===== src/rtl/adc_scan_pkg.sv =====
// Shared encodings for the scan sequencer: register addresses, trigger
// sources, interrupt modes and status bit positions.
package adc_scan_pkg;
    typedef enum logic [1:0] {
        TRG_SOFT  = 2'd0,
        TRG_FALL  = 2'd1,
        TRG_RISE  = 2'd2,
        TRG_PACER = 2'd3
    } trig_src_e;

    typedef enum logic [1:0] {
        IRQ_POLL     = 2'd0,
        IRQ_NONEMPTY = 2'd1,
        IRQ_HALF     = 2'd2,
        IRQ_BURST    = 2'd3
    } irq_mode_e;

    localparam logic [2:0] A_DATA = 3'd0;
    localparam logic [2:0] A_WIN  = 3'd1;
    localparam logic [2:0] A_CTRL = 3'd2;
    localparam logic [2:0] A_MODE = 3'd3;
    localparam logic [2:0] A_STAT = 3'd4;

    localparam int ST_NEMPTY = 0;
    localparam int ST_HALF   = 1;
    localparam int ST_FULL   = 2;
    localparam int ST_XIRQ   = 3;
    localparam int ST_PEND   = 4;
    localparam int ST_XTRIG  = 5;

    localparam int HI_LSB    = 8;
    localparam int CTRL_IEN  = 7;
    localparam int MODE_SE   = 5;
endpackage


===== src/rtl/scan_trig_unit.sv =====
// Trigger selector. Registers the external pin once to find its edges,
// then forwards the event of the selected source as a one-cycle request.
// Assumes ext_in is already synchronous to clk.
module scan_trig_unit
    import adc_scan_pkg::*;
(
    input  logic      clk,
    input  logic      rst_n,
    input  trig_src_e src,
    input  logic      soft_wr,
    input  logic      ext_in,
    input  logic      pacer_tick,
    output logic      trig_req,
    output logic      ext_hit
);
    logic ext_q;
    logic fall_ev;
    logic rise_ev;

    // Previous pin level for edge detection.
    always_ff @(posedge clk) begin
        if (!rst_n) ext_q <= 1'b0;
        else        ext_q <= ext_in;
    end

    assign fall_ev = ext_q & ~ext_in;
    assign rise_ev = ~ext_q & ext_in;

    // Select the active trigger source.
    always_comb begin
        case (src)
            TRG_SOFT:  trig_req = soft_wr;
            TRG_FALL:  trig_req = fall_ev;
            TRG_RISE:  trig_req = rise_ev;
            TRG_PACER: trig_req = pacer_tick;
        endcase
    end

    assign ext_hit = ((src == TRG_FALL) & fall_ev) | ((src == TRG_RISE) & rise_ev);
endmodule


===== src/rtl/scan_chan_ctr.sv =====
// Scan position counter. A load puts it at the first channel; each step
// moves it up by one, and from the last channel back to the first.
// Assumes first <= last for a meaningful window; otherwise it counts
// modulo 2**CW until it meets the last channel.
module scan_chan_ctr #(
    parameter int CW = 6
) (
    input  logic          clk,
    input  logic          rst_n,
    input  logic          load,
    input  logic [CW-1:0] load_lo,
    input  logic          step,
    input  logic [CW-1:0] lo,
    input  logic [CW-1:0] hi,
    output logic [CW-1:0] cur
);
    // Advance or restart the scan position.
    always_ff @(posedge clk) begin
        if (!rst_n)    cur <= '0;
        else if (load) cur <= load_lo;
        else if (step) cur <= (cur == hi) ? lo : cur + 1'b1;
    end
endmodule


===== src/rtl/scan_sample_fifo.sv =====
// Result queue with occupancy count. A push into a full queue is dropped;
// a pop from an empty queue is ignored. DEPTH must be a power of two.
module scan_sample_fifo #(
    parameter int W     = 12,
    parameter int DEPTH = 8,
    localparam int AW    = $clog2(DEPTH),
    localparam int CNT_W = AW + 1
) (
    input  logic             clk,
    input  logic             rst_n,
    input  logic             push,
    input  logic [W-1:0]     din,
    input  logic             pop,
    output logic [W-1:0]     dout,
    output logic [CNT_W-1:0] count,
    output logic             full,
    output logic             empty
);
    localparam logic [CNT_W-1:0] CNT_MAX = CNT_W'(DEPTH);

    logic [W-1:0]  mem [DEPTH];
    logic [AW-1:0] wp;
    logic [AW-1:0] rp;
    logic          wr_ok;
    logic          rd_ok;

    assign full  = (count == CNT_MAX);
    assign empty = (count == '0);
    assign wr_ok = push & ~full;
    assign rd_ok = pop & ~empty;
    assign dout  = mem[rp];

    // Storage write.
    always_ff @(posedge clk) begin
        if (wr_ok) mem[wp] <= din;
    end

    // Pointer and occupancy update.
    always_ff @(posedge clk) begin
        if (!rst_n) begin
            wp    <= '0;
            rp    <= '0;
            count <= '0;
        end else begin
            if (wr_ok) wp <= wp + 1'b1;
            if (rd_ok) rp <= rp + 1'b1;
            case ({wr_ok, rd_ok})
                2'b10:   count <= count + 1'b1;
                2'b01:   count <= count - 1'b1;
                default: count <= count;
            endcase
        end
    end
endmodule


===== src/rtl/adc_scan_seq.sv =====
// Scan sequencer top: register port, conversion start control, result
// queue and interrupt logic. Assumes the converter answers each
// conv_start with one conv_done and never asserts conv_done unprompted.
module adc_scan_seq
    import adc_scan_pkg::*;
#(
    parameter int CW         = 6,
    parameter int RES_W      = 12,
    parameter int DATA_W     = 16,
    parameter int FIFO_DEPTH = 8,
    localparam int CNT_W     = $clog2(FIFO_DEPTH) + 1
) (
    input  logic              clk,
    input  logic              rst_n,
    input  logic [2:0]        bus_addr,
    input  logic              bus_wr,
    input  logic              bus_rd,
    input  logic [DATA_W-1:0] bus_wdata,
    output logic [DATA_W-1:0] bus_rdata,
    input  logic              ext_trig_in,
    input  logic              ext_irq_in,
    input  logic              pacer_tick,
    output logic              conv_start,
    output logic [CW-1:0]     conv_chan,
    input  logic              conv_done,
    input  logic [RES_W-1:0]  conv_result,
    output logic              irq
);
    localparam logic [CNT_W-1:0] HALF_M1 = CNT_W'(FIFO_DEPTH / 2 - 1);

    logic [CW-1:0]    mux_lo, mux_hi, cur_chan, flight_chan;
    trig_src_e        trig_src;
    irq_mode_e        irq_mode;
    logic             irq_en_q, se_q, busy_q;
    logic             irq_pend, xtrig_flag, xirq_flag, xirq_q;
    logic             wr_data, wr_win, wr_ctrl, wr_mode, wr_stat, pop_data;
    logic             trig_req, ext_hit, start_now, pend_set;
    logic [RES_W-1:0] fifo_dout;
    logic [CNT_W-1:0] fifo_count;
    logic             fifo_full, fifo_empty;
    logic             unused_wbits;

    assign wr_data  = bus_wr & (bus_addr == A_DATA);
    assign wr_win   = bus_wr & (bus_addr == A_WIN);
    assign wr_ctrl  = bus_wr & (bus_addr == A_CTRL);
    assign wr_mode  = bus_wr & (bus_addr == A_MODE);
    assign wr_stat  = bus_wr & (bus_addr == A_STAT);
    assign pop_data = bus_rd & (bus_addr == A_DATA);
    assign unused_wbits = ^{bus_wdata[DATA_W-1:HI_LSB+CW], bus_wdata[6]};

    scan_trig_unit u_trig (
        .clk        (clk),
        .rst_n      (rst_n),
        .src        (trig_src),
        .soft_wr    (wr_data),
        .ext_in     (ext_trig_in),
        .pacer_tick (pacer_tick),
        .trig_req   (trig_req),
        .ext_hit    (ext_hit)
    );

    assign start_now = trig_req & ~busy_q;

    scan_chan_ctr #(.CW(CW)) u_chan (
        .clk     (clk),
        .rst_n   (rst_n),
        .load    (wr_win),
        .load_lo (bus_wdata[CW-1:0]),
        .step    (start_now),
        .lo      (mux_lo),
        .hi      (mux_hi),
        .cur     (cur_chan)
    );

    scan_sample_fifo #(.W(RES_W), .DEPTH(FIFO_DEPTH)) u_fifo (
        .clk   (clk),
        .rst_n (rst_n),
        .push  (conv_done),
        .din   (conv_result),
        .pop   (pop_data),
        .dout  (fifo_dout),
        .count (fifo_count),
        .full  (fifo_full),
        .empty (fifo_empty)
    );

    // Configuration registers written from the bus.
    always_ff @(posedge clk) begin
        if (!rst_n) begin
            mux_lo   <= '0;
            mux_hi   <= '0;
            trig_src <= TRG_SOFT;
            irq_en_q <= 1'b0;
            irq_mode <= IRQ_POLL;
            se_q     <= 1'b0;
        end else begin
            if (wr_win) begin
                mux_lo <= bus_wdata[CW-1:0];
                mux_hi <= bus_wdata[HI_LSB +: CW];
            end
            if (wr_ctrl) begin
                trig_src <= trig_src_e'(bus_wdata[1:0]);
                irq_en_q <= bus_wdata[CTRL_IEN];
            end
            if (wr_mode) begin
                irq_mode <= irq_mode_e'(bus_wdata[3:2]);
                se_q     <= bus_wdata[MODE_SE];
            end
        end
    end

    // Conversion start strobe, channel capture and busy tracking.
    always_ff @(posedge clk) begin
        if (!rst_n) begin
            conv_start  <= 1'b0;
            conv_chan   <= '0;
            flight_chan <= '0;
            busy_q      <= 1'b0;
        end else begin
            conv_start <= start_now;
            if (start_now) begin
                conv_chan   <= se_q ? cur_chan : {1'b0, cur_chan[CW-2:0]};
                flight_chan <= cur_chan;
                busy_q      <= 1'b1;
            end else if (conv_done) begin
                busy_q <= 1'b0;
            end
        end
    end

    // Interrupt pending condition for the selected mode.
    always_comb begin
        case (irq_mode)
            IRQ_POLL:     pend_set = 1'b0;
            IRQ_NONEMPTY: pend_set = conv_done;
            IRQ_HALF:     pend_set = conv_done & (fifo_count >= HALF_M1);
            IRQ_BURST:    pend_set = conv_done & (flight_chan == mux_hi);
        endcase
    end

    // Sticky event flags with write-one-to-clear.
    always_ff @(posedge clk) begin
        if (!rst_n) begin
            irq_pend   <= 1'b0;
            xtrig_flag <= 1'b0;
            xirq_flag  <= 1'b0;
            xirq_q     <= 1'b0;
        end else begin
            xirq_q <= ext_irq_in;
            if (wr_stat && bus_wdata[0]) irq_pend <= 1'b0;
            else if (pend_set)           irq_pend <= 1'b1;
            if (wr_stat && bus_wdata[1]) xtrig_flag <= 1'b0;
            else if (ext_hit)            xtrig_flag <= 1'b1;
            if (wr_stat && bus_wdata[2]) xirq_flag <= 1'b0;
            else if (ext_irq_in && !xirq_q) xirq_flag <= 1'b1;
        end
    end

    assign irq = irq_pend & irq_en_q;

    // Read data selection.
    always_comb begin
        bus_rdata = '0;
        case (bus_addr)
            A_DATA: if (!fifo_empty) bus_rdata[DATA_W-1 -: RES_W] = fifo_dout;
            A_WIN: begin
                bus_rdata[CW-1:0]       = mux_lo;
                bus_rdata[HI_LSB +: CW] = mux_hi;
            end
            A_CTRL: begin
                bus_rdata[1:0]      = trig_src;
                bus_rdata[CTRL_IEN] = irq_en_q;
            end
            A_MODE: begin
                bus_rdata[3:2]     = irq_mode;
                bus_rdata[MODE_SE] = se_q;
            end
            A_STAT: begin
                bus_rdata[ST_NEMPTY] = ~fifo_empty;
                bus_rdata[ST_HALF]   = (fifo_count > HALF_M1);
                bus_rdata[ST_FULL]   = fifo_full;
                bus_rdata[ST_XIRQ]   = xirq_flag;
                bus_rdata[ST_PEND]   = irq_pend;
                bus_rdata[ST_XTRIG]  = xtrig_flag;
            end
            default: bus_rdata = '0;
        endcase
    end
endmodule


===== config.mk =====
export PLATFORM = sky130hd
export DESIGN_NAME = adc_scan_seq
export DESIGN_NICKNAME = d
export VERILOG_FILES = /design/src/rtl/adc_scan_pkg.sv /design/src/rtl/scan_trig_unit.sv /design/src/rtl/scan_chan_ctr.sv /design/src/rtl/scan_sample_fifo.sv /design/src/rtl/adc_scan_seq.sv
export SDC_FILE = /design/constraint.sdc
export NUM_CORES = 1
export LEC_CHECK = 0
export BUFFER_PORTS_ARGS = -buffer_cell sky130_fd_sc_hd__buf_2
export CAP_MARGIN = 20
export CORE_UTILIZATION = 59
export DETAILED_ROUTE_END_ITERATION = 10
export PLACE_DENSITY = 0.77
export SETUP_SLACK_MARGIN = 0.15
export SLEW_MARGIN = 20
export SYNTH_ARGS = -nofsm -noshare
export SYNTH_HDL_FRONTEND = slang
export SYNTH_HIERARCHICAL = 1
export SYNTH_SLANG_ARGS = --single-unit

===== constraint.sdc =====
create_clock -name clk -period 2.68 [get_ports clk]
set_input_delay 0.268 -clock clk [delete_from_list [all_inputs] [get_ports clk]]
set_output_delay 0.268 -clock clk [all_outputs]
set_load 0.02 [all_outputs]

==> reports/qor_table.md <==
| Item | Value | Unit |
| --- | --- | --- |
| Path class of the lowest-slack min-delay path | in -> reg | - |
| Die area | 11,600 | um^2 |
| Number of global-route vias before repair | 4,183 | - |
| Vias | 4,229 | - |
| Critical Path Fanout Max | 7 | - |
| Sum of met3 wire segment lengths after detailed routing | 765 | um |
| Time the final worst path needs with I/O delays and setup | 2.56 | ns |
| Number of buffers created by CTS | 17 | - |
| Antenna violations before repair | 0 | - |
| Dominant synthesized flop cell | sky130_fd_sc_hd__edfxtp_1 | - |
| Initial standard-cell utilization of the core | 60.8 | % |
| Placer's final routability congestion estimate | 0.880 | - |
| Drt first pass iters | 4 | - |
| Critical Path Sink Type | output port | - |
| Metal-1 WL | 5.87 | mm |
| Share of cells above drive strength 1 | 30.6 | % |
| Worst setup path class | reg -> out | - |
| Leak pwr | 0.00295 | uW |
| Maximum number of buffers from clock root to sink | 2 | - |
| Slew Viols, Final | 0 | - |
| Worst vdd rail ir drop | 0.000986 | V |
| Row count | 38 | - |
| Synthesized instance count | 474 | - |
| Nets | 620 | - |
| Unique cell type count in the Yosys netlist | 58 | - |
| Die height | 108 | um |
| Worst-case clock skew | 0.00605 | ns |
| Uppermost routed layer | met4 | - |
| Max-cap check violation count | 0 | - |
| Clock latency reported for the late side of the worst-skew pair | 0.54 | ns |
| Post-Syn Area | 6620 | um^2 |
| Total track usage | 26.2 | % |
| Proportion of synthesized flip-flops having asynchronous set or reset | 0 | % |
| First-pass GRT wire length | 21.9 | mm |
| Detailed placer's ending HPWL | 8.71 | mm |
| Number of H-tree levels | 4 | - |
| Arrival time at the worst endpoint | 2.30 | ns |
| Placeable core region | 10,900 | um^2 |
| Horiz. Die Dim | 108 | um |
| Final sum of negative setup slack | 0 | ns |
| Residual DRC | 0 | - |
| WP data required | 2.41 | ns |
| Clk sink count | 147 | - |
| Slowest stage delay, CP | 0.49 | ns |
| Violation count after the first detailed-route iteration | 319 | - |
| Clock transition at the register clock pins on the worst setup and hold paths after CTS | 0.07 | ns |
| Share of the yosys chip area belonging to registers | 59.0 | % |
| Worst setup SP type | flop | - |
| Final-report setup violation count | 0 | - |
| Post-synth EDFFs | 96 | - |
| Worst-case headroom to the max-slew limit | 52.6 | % |
| Number of diodes added for antenna fixing | 0 | - |
| CP max-delay cell | sky130_fd_sc_hd__mux4_2 | - |
| Count of synthesis-stage warnings from yosys | 6 | - |
| Clock Root Buffer | sky130_fd_sc_hd__clkbuf_8 | - |
| Area Overhead vs Synth | 22.4 | % |
| Crit-path most repeated cell | sky130_fd_sc_hd__buf_12 | - |
| Overall overflow remaining after global route | 0 | - |
| Power density over the cells | 655 | nW/um^2 |
| Routed via count divided by cell count | 5.81 | - |
| Flop and latch count out of synthesis | 147 | - |
| Number of nets with antenna violations after routing | 0 | - |
| Average wire per standard cell | 19.3 | um |
| Achievable Freq | 390 | MHz |
| Met2 layer wire length in the routed design | 7.14 | mm |
| Average instance area after synthesis | 14.0 | um^2 |
| Outcome | finished, final reports clean | - |
| Largest net degree at the start of global routing | 30 | - |
| Area after detailed placement | 7070 | um^2 |
| Number of top-level pins | 63 | - |
| Finished layout cell area | 8100 | um^2 |
| Total nets after synthesis | 519 | - |
| Endpoints failing hold | 0 | - |
| Final worst-path cycle share | 95.7 | % |
| Total wire length | 14.1 | mm |
| Worst path cell trace | buf_12, buf_12, mux4_2, mux2_4, a22o_1, buf_6 | - |
| Count of input and output buffers | 59 | - |
| RSZ-0062 raised after global routing | true | - |
| TritonCTS clock tree | built | - |
| Slew at the pin closest to its max-slew limit | 0.709 | ns |
-- routing by layer --
| layer | global-route usage (%) | vias up |
|---|---|---|
| met2 | 43.8 | 144 |
| met1 | 32.7 | 2077 |
| met3 | 7.14 | 25 |
| met4 | 9.69 | 0 |
| li1 | - | 1983 |
| met5 | 0 | - |
-- critical path: cells and delay by family, from the launching register on --
| family | cells | cell delay (ns) |
|---|---|---|
| flip-flops | 1 | 0.38 |
| multiplexers | 2 | 0.78 |
| buffers and inverters | 3 | 0.39 |
| AO/OA/AOI/OAI | 1 | 0.20 |
-- metrics by stage --
step,hold slack (ns),power [uW],worst slack [ns],std cells,utilization [%]
2_1_floorplan,0.367,2740,0.348,474,-
3_3_place_gp,0.444,2850,0.267,665,65.0
3_5_place_dp,0.468,2860,0.175,665,65.0
4_1_cts,0.00610,5340,0.0865,728,74.3
5_1_grt,0.0143,5470,0.0501,728,74.4
6_report,0.0329,5310,0.116,728,74.4
-- repair_timing --
item                                    in CTS  in global routing
endpoints found under the hold margin      109                  0
gates cloned                                 2                  0
pin swaps                                    6                  0
setup buffers                                4                  0
resized for setup                           56                  8
hold buffers                                25                  0
endpoints found under the setup margin      12                 13
-- flip-flops by register name (all words and copies together) (netlist names), named ones only --
| name | flops |
|---|---|
| flight_chan | 1 |
| u_fifo/rp | 3 |
| se_q | 1 |
| irq_mode | 2 |
| mux_hi | 6 |
| xtrig_flag | 1 |
| u_fifo/mem | 96 |
| conv_start | 1 |
| trig_src | 2 |
| u_trig/ext_q | 1 |
| u_fifo/count | 4 |
| irq_en_q | 1 |
| irq_pend | 1 |
| conv_chan | 6 |
| mux_lo | 6 |
| u_chan/cur | 6 |
| busy_q | 1 |
| u_fifo/wp | 3 |
| xirq_q | 1 |
| xirq_flag | 1 |
-- cell families (layout without fill, tap and decap cells) --
logic type | Yosys count | after routing | synth area share [%]
buffers and inverters | 33 | 147 | 3.06
adders and majority gates | 6 | 6 | 1.13
muxes | 48 | 48 | 13.4
DFF | 147 | 147 | 59.0
and+or+nand+nor | 145 | 145 | 12.1
xor gates and xnor gates | 21 | 21 | 3.23
AOI/OAI and AO/OA | 74 | 74 | 8.11
-- power breakdown --
group | internal (uW) | switching, uW
combinational | 189 | 193
sequential | 2460 | 34.7
clock | 1450 | 983
total | 4100 | 1210
-- path summary, 6_finish.rpt --
kind / start / to / slack, ns / depth (start not counted)
worst max-delay path: flop / bus_rdata[8] / 0.12 / 6
worst min-delay path: bus_wdata[0] / mux_lo[0] / 0.03 / 3
worst max register to register: u_fifo/count[0] / u_fifo/count[2] / 0.23 / 9
worst min register to register: conv_chan[5] / conv_chan[5] / 0.47 / 2
-- synthesized netlist by cell type (2+ instances only) --
cell type                  number  area, um^2
sky130_fd_sc_hd__inv_1          4        15.0
sky130_fd_sc_hd__xor2_1        10        87.6
sky130_fd_sc_hd__a21boi_2       3        33.8
sky130_fd_sc_hd__edfxtp_1      96        2880
sky130_fd_sc_hd__a22o_1         7        61.3
sky130_fd_sc_hd__a21boi_0      13        97.6
sky130_fd_sc_hd__buf_6          6        67.6
sky130_fd_sc_hd__nor4_1         2        12.5
sky130_fd_sc_hd__nand2b_1       8        50.1
sky130_fd_sc_hd__mux2i_1       11         110
sky130_fd_sc_hd__ha_1           6        75.1
sky130_fd_sc_hd__or3_1          2        12.5
sky130_fd_sc_hd__xnor2_1        7        61.3
sky130_fd_sc_hd__nor3b_1        5        37.5
sky130_fd_sc_hd__xnor2_2        4        65.1
sky130_fd_sc_hd__dfxtp_1       51        1020
sky130_fd_sc_hd__a31oi_1        2        12.5
sky130_fd_sc_hd__buf_4          6        45.0
sky130_fd_sc_hd__mux4_1        21         552
sky130_fd_sc_hd__nand4_1        5        31.3
sky130_fd_sc_hd__and2_1        15        93.8
sky130_fd_sc_hd__buf_2          8        40.0
sky130_fd_sc_hd__nand2_1       57         214
sky130_fd_sc_hd__o21ai_0       12        60.1
sky130_fd_sc_hd__nor2b_1       15        93.8
sky130_fd_sc_hd__nor2_1         9        33.8
sky130_fd_sc_hd__a21oi_1        7        35.0
sky130_fd_sc_hd__or2_2          2        12.5
sky130_fd_sc_hd__mux4_2         4        90.1
sky130_fd_sc_hd__a22oi_1        5        37.5
sky130_fd_sc_hd__clkbuf_1       7        26.3
sky130_fd_sc_hd__o211ai_1       9        67.6
sky130_fd_sc_hd__mux2_2        12         135
sky130_fd_sc_hd__nor3_1         5        25.0
sky130_fd_sc_hd__nand3_1        8        40.0
sky130_fd_sc_hd__a21boi_1       8        60.1
-- layout by cell type (no fill, tap or decap), types with 8 or more instances in the layout --
cell | synthesis | final
sky130_fd_sc_hd__clkbuf_16 | 0 | 16
sky130_fd_sc_hd__edfxtp_1 | 96 | 96
sky130_fd_sc_hd__dfxtp_1 | 51 | 50
sky130_fd_sc_hd__nor2_1 | 9 | 9
sky130_fd_sc_hd__nand2_1 | 57 | 54
sky130_fd_sc_hd__mux2i_1 | 11 | 11
sky130_fd_sc_hd__mux4_2 | 4 | 23
sky130_fd_sc_hd__buf_2 | 8 | 48
sky130_fd_sc_hd__nand2b_1 | 8 | 8
sky130_fd_sc_hd__o211ai_1 | 9 | 9
sky130_fd_sc_hd__nor2b_1 | 15 | 15
sky130_fd_sc_hd__nand3_1 | 8 | 8
sky130_fd_sc_hd__dlygate4sd3_1 | 0 | 25
sky130_fd_sc_hd__buf_4 | 6 | 20
sky130_fd_sc_hd__o21ai_0 | 12 | 11
sky130_fd_sc_hd__buf_6 | 6 | 11
sky130_fd_sc_hd__and2_1 | 15 | 12
sky130_fd_sc_hd__a21boi_1 | 8 | 8
sky130_fd_sc_hd__a21boi_0 | 13 | 13
sky130_fd_sc_hd__mux2_4 | 0 | 9
sky130_fd_sc_hd__xor2_1 | 10 | 10
-- final cells by class --
class                      instances  area (um^2)
inverter                           6         23.8
sequential                       147         3910
multi-input combinational        294         2510
clock buffer                      17          414
tap                              140          175
timing repair buffer             109          880
clock inverter                    15          194
fill                             692         2780
Note: power is estimated with default switching activity, not from simulation.
